`src/rtl/uart_fifo_pkg.sv`:
```
package uart_fifo_pkg;

    localparam int ST_W        = 13;
    localparam int ST_TXD_MT   = 0;
    localparam int ST_RXD_RDY  = 1;
    localparam int ST_TX_LOW   = 2;
    localparam int ST_TX_MT    = 3;
    localparam int ST_RX_HIGH  = 4;
    localparam int ST_RX_FULL  = 5;
    localparam int ST_TX_UNDER = 6;
    localparam int ST_RX_OVER  = 7;
    localparam int ST_PAR_ERR  = 8;
    localparam int ST_FRM_ERR  = 9;
    localparam int ST_CTS_CHG  = 10;
    localparam int ST_RX_TMO   = 11;
    localparam int ST_BRK_END  = 12;

    // latched (write-one-to-clear) positions are 12:6
    localparam logic [ST_W-1:0] LATCH_MASK = 13'h1FC0;

    localparam int CTL_W       = 12;
    localparam int CTL_ON      = 0;
    localparam int CTL_TXFLUSH = 2;
    localparam int CTL_RXFLUSH = 3;
    localparam int MARK_W      = 4;
    localparam int CTL_TXMARK  = 4;
    localparam int CTL_RXMARK  = 8;

    localparam int RXW_W       = 10;
    localparam int RXW_PAR     = 8;
    localparam int RXW_FRM     = 9;

    typedef struct packed {
        logic              q_on;
        logic [MARK_W-1:0] tx_mark;
        logic [MARK_W-1:0] rx_mark;
    } ufi_cfg_t;

endpackage

```
`src/rtl/ufi_fifo.sv`:
```
module ufi_fifo #(
    parameter int WIDTH = 8,
    parameter int DEPTH = 16,
    localparam int PW = $clog2(DEPTH),
    localparam int CW = $clog2(DEPTH + 1)
) (
    input  logic             clk,
    input  logic             rst_n,
    input  logic             flush,
    input  logic             single,
    input  logic             push,
    input  logic [WIDTH-1:0] push_data,
    input  logic             pop,
    output logic [WIDTH-1:0] head,
    output logic [CW-1:0]    count,
    output logic             empty
);

    typedef struct packed {
        logic [DEPTH-1:0][WIDTH-1:0] mem;
        logic [PW-1:0]               rd;
        logic [PW-1:0]               wr;
        logic [CW-1:0]               cnt;
    } fifo_st_t;

    fifo_st_t st_d, st_q;
    logic     full, push_ok, pop_ok;

    always_comb begin
        st_d    = st_q;
        full    = st_q.cnt >= (single ? CW'(1) : CW'(DEPTH));
        empty   = (st_q.cnt == '0);
        push_ok = push && !full && !flush;
        pop_ok  = pop && !empty && !flush;
        if (flush) begin
            st_d.rd  = '0;
            st_d.wr  = '0;
            st_d.cnt = '0;
        end else begin
            if (push_ok) begin
                st_d.mem[st_q.wr] = push_data;
                st_d.wr           = st_q.wr + PW'(1);
            end
            if (pop_ok) begin
                st_d.rd = st_q.rd + PW'(1);
            end
            st_d.cnt = st_q.cnt + CW'(push_ok) - CW'(pop_ok);
        end
    end

    always_ff @(posedge clk or negedge rst_n) begin
        if (!rst_n) st_q <= '0;
        else        st_q <= st_d;
    end

    assign head  = st_q.mem[st_q.rd];
    assign count = st_q.cnt;


    no_overflow_chk: assert property (@(posedge clk) disable iff (!rst_n)
        st_q.cnt <= CW'(DEPTH));


    full_push_drop_chk: assert property (@(posedge clk) disable iff (!rst_n)
        (full && push && !pop && !flush) |=> (st_q.cnt == $past(st_q.cnt)));

endmodule

```
`src/rtl/ufi_rx_timeout.sv`:
```
module ufi_rx_timeout #(
    parameter int LIMIT = 4,
    localparam int TW = $clog2(LIMIT + 1)
) (
    input  logic clk,
    input  logic rst_n,
    input  logic char_tick,
    input  logic arrive,
    input  logic pending,
    output logic fire
);

    typedef struct packed {
        logic [TW-1:0] cnt;
    } tmo_st_t;

    tmo_st_t st_d, st_q;

    always_comb begin
        st_d = st_q;
        fire = 1'b0;
        if (!pending || arrive) begin
            st_d.cnt = '0;
        end else if (char_tick && st_q.cnt != TW'(LIMIT)) begin
            st_d.cnt = st_q.cnt + TW'(1);
            fire     = (st_q.cnt == TW'(LIMIT - 1));
        end
    end

    always_ff @(posedge clk or negedge rst_n) begin
        if (!rst_n) st_q <= '0;
        else        st_q <= st_d;
    end


    tmo_range_chk: assert property (@(posedge clk) disable iff (!rst_n)
        st_q.cnt <= TW'(LIMIT));


    tmo_saturate_chk: assert property (@(posedge clk) disable iff (!rst_n)
        fire |=> (st_q.cnt == TW'(LIMIT)));

endmodule

```
`src/rtl/ufi_irq_status.sv`:
```
module ufi_irq_status
    import uart_fifo_pkg::*;
(
    input  logic            clk,
    input  logic            rst_n,
    input  logic [ST_W-1:0] level,
    input  logic [ST_W-1:0] events,
    input  logic            clr_wr,
    input  logic [ST_W-1:0] clr_data,
    input  logic            en_wr,
    input  logic [ST_W-1:0] en_data,
    output logic [ST_W-1:0] status,
    output logic            irq
);

    typedef struct packed {
        logic [ST_W-1:0] latched;
        logic [ST_W-1:0] en;
    } irq_st_t;

    irq_st_t st_d, st_q;

    always_comb begin
        st_d = st_q;
        if (clr_wr) st_d.latched = st_q.latched & ~clr_data;
        st_d.latched = (st_d.latched | events) & LATCH_MASK;
        if (en_wr)  st_d.en = en_data;
        status = (level & ~LATCH_MASK) | st_q.latched;
        irq    = |(status & st_q.en);
    end

    always_ff @(posedge clk or negedge rst_n) begin
        if (!rst_n) st_q <= '0;
        else        st_q <= st_d;
    end


    sticky_hold_chk: assert property (@(posedge clk) disable iff (!rst_n)
        !clr_wr |=> (($past(st_q.latched) & ~st_q.latched) == '0));


    irq_mask_chk: assert property (@(posedge clk) disable iff (!rst_n)
        (st_q.en == '0) |-> !irq);

endmodule

```
`src/rtl/uart_fifo_irq.sv`:
```
module uart_fifo_irq
    import uart_fifo_pkg::*;
#(
    parameter int DEPTH     = 16,
    parameter int TMO_CHARS = 4
) (
    input  logic              clk,
    input  logic              rst_n,
    input  logic              fifo_ctrl_wr,
    input  logic [CTL_W-1:0]  fifo_ctrl_wdata,
    input  logic              irq_en_wr,
    input  logic [ST_W-1:0]   irq_en_wdata,
    input  logic              irq_clr_wr,
    input  logic [ST_W-1:0]   irq_clr_wdata,
    input  logic              tx_wr,
    input  logic [7:0]        tx_wdata,
    input  logic              rx_rd,
    output logic [RXW_W-1:0]  rx_rdata,
    output logic [12:0]       fill_level,
    output logic [ST_W-1:0]   irq_status,
    output logic              irq,
    input  logic              eng_tx_req,
    output logic              eng_tx_valid,
    output logic [7:0]        eng_tx_data,
    input  logic              eng_rx_valid,
    input  logic [RXW_W-1:0]  eng_rx_word,
    input  logic              eng_cts_toggle,
    input  logic              eng_break_done,
    input  logic              eng_char_tick
);

    localparam int CW = $clog2(DEPTH + 1);

    ufi_cfg_t        cfg_d, cfg_q;
    logic            tx_flush, rx_flush;
    logic [CW-1:0]   tx_cnt, rx_cnt;
    logic            tx_empty, rx_empty, rx_full, rx_accept;
    logic [ST_W-1:0] level, events;
    logic            tmo_fire;

    always_comb begin
        cfg_d    = cfg_q;
        tx_flush = fifo_ctrl_wr && fifo_ctrl_wdata[CTL_TXFLUSH];
        rx_flush = fifo_ctrl_wr && fifo_ctrl_wdata[CTL_RXFLUSH];
        if (fifo_ctrl_wr) begin
            cfg_d.q_on    = fifo_ctrl_wdata[CTL_ON];
            cfg_d.tx_mark = fifo_ctrl_wdata[CTL_TXMARK +: MARK_W];
            cfg_d.rx_mark = fifo_ctrl_wdata[CTL_RXMARK +: MARK_W];
        end
    end

    always_ff @(posedge clk or negedge rst_n) begin
        if (!rst_n) cfg_q <= '0;
        else        cfg_q <= cfg_d;
    end

    ufi_fifo #(.WIDTH(8), .DEPTH(DEPTH)) u_tx_q (
        .clk       (clk),
        .rst_n     (rst_n),
        .flush     (tx_flush),
        .single    (!cfg_q.q_on),
        .push      (tx_wr),
        .push_data (tx_wdata),
        .pop       (eng_tx_req),
        .head      (eng_tx_data),
        .count     (tx_cnt),
        .empty     (tx_empty)
    );

    ufi_fifo #(.WIDTH(RXW_W), .DEPTH(DEPTH)) u_rx_q (
        .clk       (clk),
        .rst_n     (rst_n),
        .flush     (rx_flush),
        .single    (!cfg_q.q_on),
        .push      (eng_rx_valid),
        .push_data (eng_rx_word),
        .pop       (rx_rd),
        .head      (rx_rdata),
        .count     (rx_cnt),
        .empty     (rx_empty)
    );

    ufi_rx_timeout #(.LIMIT(TMO_CHARS)) u_tmo (
        .clk       (clk),
        .rst_n     (rst_n),
        .char_tick (eng_char_tick),
        .arrive    (eng_rx_valid),
        .pending   (!rx_empty),
        .fire      (tmo_fire)
    );

    always_comb begin
        rx_full   = rx_cnt >= (cfg_q.q_on ? CW'(DEPTH) : CW'(1));
        rx_accept = eng_rx_valid && !rx_full && !rx_flush;

        level              = '0;
        level[ST_TXD_MT]   = tx_empty;
        level[ST_RXD_RDY]  = !rx_empty;
        level[ST_TX_LOW]   = cfg_q.q_on && (tx_cnt <= CW'(cfg_q.tx_mark));
        level[ST_TX_MT]    = cfg_q.q_on && tx_empty;
        level[ST_RX_HIGH]  = cfg_q.q_on && (rx_cnt >= CW'(cfg_q.rx_mark));
        level[ST_RX_FULL]  = cfg_q.q_on && (rx_cnt == CW'(DEPTH));

        events              = '0;
        events[ST_TX_UNDER] = eng_tx_req && tx_empty;
        events[ST_RX_OVER]  = eng_rx_valid && rx_full;
        events[ST_PAR_ERR]  = rx_accept && eng_rx_word[RXW_PAR];
        events[ST_FRM_ERR]  = rx_accept && eng_rx_word[RXW_FRM];
        events[ST_CTS_CHG]  = eng_cts_toggle;
        events[ST_RX_TMO]   = tmo_fire;
        events[ST_BRK_END]  = eng_break_done;
    end

    ufi_irq_status u_stat (
        .clk      (clk),
        .rst_n    (rst_n),
        .level    (level),
        .events   (events),
        .clr_wr   (irq_clr_wr),
        .clr_data (irq_clr_wdata),
        .en_wr    (irq_en_wr),
        .en_data  (irq_en_wdata),
        .status   (irq_status),
        .irq      (irq)
    );

    assign eng_tx_valid = !tx_empty;
    assign fill_level   = {5'(rx_cnt), 3'b000, 5'(tx_cnt)};


    overrun_drop_chk: assert property (@(posedge clk) disable iff (!rst_n)
        (eng_rx_valid && rx_full && !rx_flush && !rx_rd)
        |=> (rx_cnt == $past(rx_cnt)) && irq_status[ST_RX_OVER]);


    underrun_flag_chk: assert property (@(posedge clk) disable iff (!rst_n)
        (eng_tx_req && tx_empty) |=> irq_status[ST_TX_UNDER]);


    ctl_spare_bit_chk: assert property (@(posedge clk) disable iff (!rst_n)
        (fifo_ctrl_wr && fifo_ctrl_wdata[1] && !fifo_ctrl_wdata[CTL_TXFLUSH]
         && !eng_tx_req && tx_cnt != '0) |=> (tx_cnt != '0));


    irq_source_chk: assert property (@(posedge clk) disable iff (!rst_n)
        irq |-> (irq_status != '0));

endmodule

```
`config.mk`:
```
export PLATFORM = sky130hd
export DESIGN_NAME = uart_fifo_irq
export DESIGN_NICKNAME = d
export VERILOG_FILES = /design/src/rtl/uart_fifo_pkg.sv /design/src/rtl/ufi_fifo.sv /design/src/rtl/ufi_rx_timeout.sv /design/src/rtl/ufi_irq_status.sv /design/src/rtl/uart_fifo_irq.sv
export SDC_FILE = /design/constraint.sdc
export NUM_CORES = 1
export LEC_CHECK = 0
export ABC_AREA = 0
export CAP_MARGIN = 20
export CORE_MARGIN = 2
export CORE_UTILIZATION = 25
export CTS_BUF_LIST = sky130_fd_sc_hd__clkbuf_8 sky130_fd_sc_hd__clkbuf_16
export CTS_CLUSTER_SIZE = 30
export DETAILED_ROUTE_END_ITERATION = 10
export GPL_ROUTABILITY_DRIVEN = 0
export GPL_TIMING_DRIVEN = 0
export REMOVE_ABC_BUFFERS = 1
export SYNTH_ARGS = -nofsm -noshare
export SYNTH_HDL_FRONTEND = slang
export SYNTH_SLANG_ARGS = --single-unit
```
`constraint.sdc`:
```
create_clock -name clk -period 9.1 [get_ports clk]
set_input_delay 2.275 -clock clk [delete_from_list [all_inputs] [get_ports clk]]
set_output_delay 2.275 -clock clk [all_outputs]
set_load 0.01 [all_outputs]
```
==> summary.md <==
| Metric | Value |
|---|---|
| Status | `completed` |
| IO Pins | `114` |
| Worst path top cell family by delay | `simple AND/OR/NAND/NOR gates` |
| Worst-Skew Late Latency | `0.55 ns` |
| Aggregate global routing overflow | `0` |
| Slowest cell on the critical path | `and2_1` |
| Die W | `263 µm` |
| Fin crit share | `between 60 and 70%` |
| Arrival @ worst endpoint | `3.56 ns` |
| Syn Area/Cell | `13.5 µm²` |
| Final wirelength | `slightly above 40 mm` |
| Netlist cell types | `53` |
| Setup_tns | `0 ns` |
| Clk buf depth | `3` |
| Post-DP Area | `between 15000 and 20000 µm²` |
| Post-synthesis instance area | `16800 µm²` |
| Port bufs | `103` |
| Finished Core Util | `30.0%` |
| Die Area | `69300 µm²` |
| Peak VDD IR | `0.135 mV` |
| Initial DRC count | `527` |
| Finished Cell Area | `20100 µm²` |
| Initial Util | `25.1%` |
| Post-CTS Hold Buffers | `0` |
| Slowest stage delay, CP | `0.98 ns` |
| Nets | `1422` |
| Power density cells | `~280 nW/µm²` |
| CTS H-tree lvls | `2` |
| Asr flop ratio synth | `between 90% and 100%` |
| Synth-to-Final Area Change | `19.5%` |
| Remaining antenna violation count after routing | `0` |
| Fmax | `about 170 MHz` |
| # rows | `95` |
| RSZ-0062 raised after global routing | `no` |
| Vias in the first global route | `~11000` |
| Hold Crit Class | `reg -> reg` |
| Post-route DRC | `0` |
| Gr usage total | `a little under an eighth` |
| Crit path time final | `5.84 ns` |
| Seq/Total Area, Yosys | `51.5%` |
| First-pass GRT wire length | `64.5 mm` |
| Endpoint class of the critical path | `output pin` |
| Area fraction of the dominant cell type after synthesis | `51.5%` |
| CTS tree | `yes` |
| Root Driver | `clkbuf_16` |
| Most common cell in the synthesized netlist | `dfrtp_1` |
| Clk sinks | `346` |
| Worst-Margin Slew | `1.11 ns` |
| CTS clk-pin slew, worst paths | `0.05 ns` |
| CTS Buf Count | `41` |
| DRT Pass-1 Iters | `4` |
| Pin count of the biggest net entering global routing | `124` |
| Clock Skew | `approximately 0.011 ns` |
| Area contributors post-synth | `dfrtp_1 (52%), mux2_2 (20%), mux4_2 (4.8%)` |
| DR WL/cell | `18.4 µm` |
| N_diodes | `0` |
| Antenna violations before repair | `0` |
| Syn Inst Count | `1241` |
| Leading area contributor after synthesis | `dfrtp_1` |
| Setup violations, final | `0` |
| CP required | `6.83 ns` |
| R2R Setup Slk | `5.41 ns` |
| Cell-by-cell trace of the critical path | `and2_1 > a221oi_1 > a22oi_1 > nand2_1 > clkdlybuf4s50_1` |
| CP max FO | `21` |
| Final worst-path setup slack | `3.26 ns` |
| Floorplan die height | `~260 µm` |
| WS Path Type | `reg -> out` |
| WHS | `around 0.50 ns` |
| Yosys reg bits | `approximately 350` |
| Pre-CTS WS | `3.28 ns` |
| DP HPWL | `roughly 27 mm` |
| Slew Limit Fails | `0` |
| Drt via density | `4.69` |
| Core ar. | `about 67000 µm²` |
| Setup Buffers After CTS | `0` |
| Max-cap violations | `0` |
| Top cells by count, synth | `dfrtp_1 (346), mux2_2 (292), mux2i_1 (72)` |
| EDFF count, synth | `0` |
| Main synth FF type | `dfrtp_1` |
| Max-slew headroom | `25.8%` |
| Share of layout cells above drive strength 1 | `32.5%` |
| Post-CTS Resized | `0` |
| Setup crit start kind | `register` |
| Via count | `slightly above 10000` |
| Ys Warns | `0` |
| Leak | `9.13 nW` |
| Fin. Hold Viols | `0` |
| CP Buf/Inv Count | `1` |
[kinds of logic (layout without fill, tap and decap cells)]
logic type / count (synthesis) / count (layout) / synth area share, %
muxes: 410 / 410 / 29.6
DFF: 346 / 346 / 51.5
adders and majority gates: 43 / 43 / 3.29
buffers and inverters: 128 / 219 / 3.51
xor gates and xnor gates: 11 / 11 / 0.573
and+or+nand+nor: 168 / 168 / 5.97
AOI/OAI and AO/OA: 134 / 134 / 5.56
other: 1 / 3 / 0.0223
[cell type report]
class,count,area (µm²)
fill,6651,46800
sequential,346,8670
multi-input combinational,769,7580
timing repair buffer,115,1270
clock buffer,52,1190
tap,873,1090
clock inverter,14,151
inverter,38,143
[cell usage in the layout, fill, tap and decap left out, types with 5 or more instances in the layout]
cell	count
nor3_4	7
nand2_1	51
buf_16	6
nor2b_1	9
nor2_1	13
nand3b_1	5
clkbuf_16	42
mux2_4	10
clkbuf_8	10
a21oi_1	19
nand4_1	12
mux2_2	292
inv_1	43
nand2b_1	7
o21ai_0	36
nor3_2	9
and2_1	10
a22oi_1	21
ha_1	41
nand3_1	15
dfrtp_1	344
nor3_1	5
xor2_1	8
or3_1	6
a221oi_1	36
mux2i_1	72
nor3b_1	5
clkdlybuf4s50_1	102
mux4_2	36
[worst paths after layout]
path	to	cells past startpoint	from
max in group asynchronous	u_tx_q.st_q[9]	3	rst_n
hold reg to reg	u_rx_q.st_q[114]	1	u_rx_q.st_q[114]
hold / removal	u_rx_q.st_q[114]	1	u_rx_q.st_q[114]
min in group asynchronous	u_rx_q.st_q[44]	1	rst_n
setup / recovery	rx_rdata[9]	5	u_rx_q.st_q[11]
setup reg to reg	u_rx_q.count[4]	11	cfg_q[8]
[metal layers]
metal,track usage (%),vias up,part of all wire (%)
met5,0,-,0
met4,4.00,0,2.5
met3,2.34,59,4.4
met2,19.2,200,48
met1,15.6,5420,45
li1,-,4680,-
[flip-flops by register name, summed over array words and instances (netlist names)]
| register | flops |
|---|---|
| u_tx_q.st_q | 136 |
| cfg_q | 9 |
| u_stat.st_q | 20 |
| u_tx_q.count | 5 |
| u_rx_q.count | 5 |
| u_rx_q.st_q | 168 |
| u_tmo.st_q | 3 |
[stage by stage]
step / total power, W / instances
after global routing: 0.00586 / 2207
final: 0.00554 / 2207
after global placement: 0.00388 / 2129
after detailed placement: 0.00394 / 2139
after CTS: 0.00561 / 2205
after floorplan: 0.00314 / 1153
[power breakdown]
group | internal, W | switching [W]
logic | 0.000964 | 0.000894
registers | 0.00180 | 0.000241
clock network | 0.000996 | 0.000641
[worst register-to-register path, cell delays in order (launching register included)]
cell	delay, ns
dfrtp_1	0.49
inv_1	0.23
ha_1	0.32
and3b_1	0.18
o41a_1	0.82
nor3_1	0.24
ha_1	0.31
fa_1	0.39
nor2b_1	0.16
o21bai_1	0.18
a21oi_1	0.09
nor3b_1	0.20
Power figures use the tool's default switching activity.
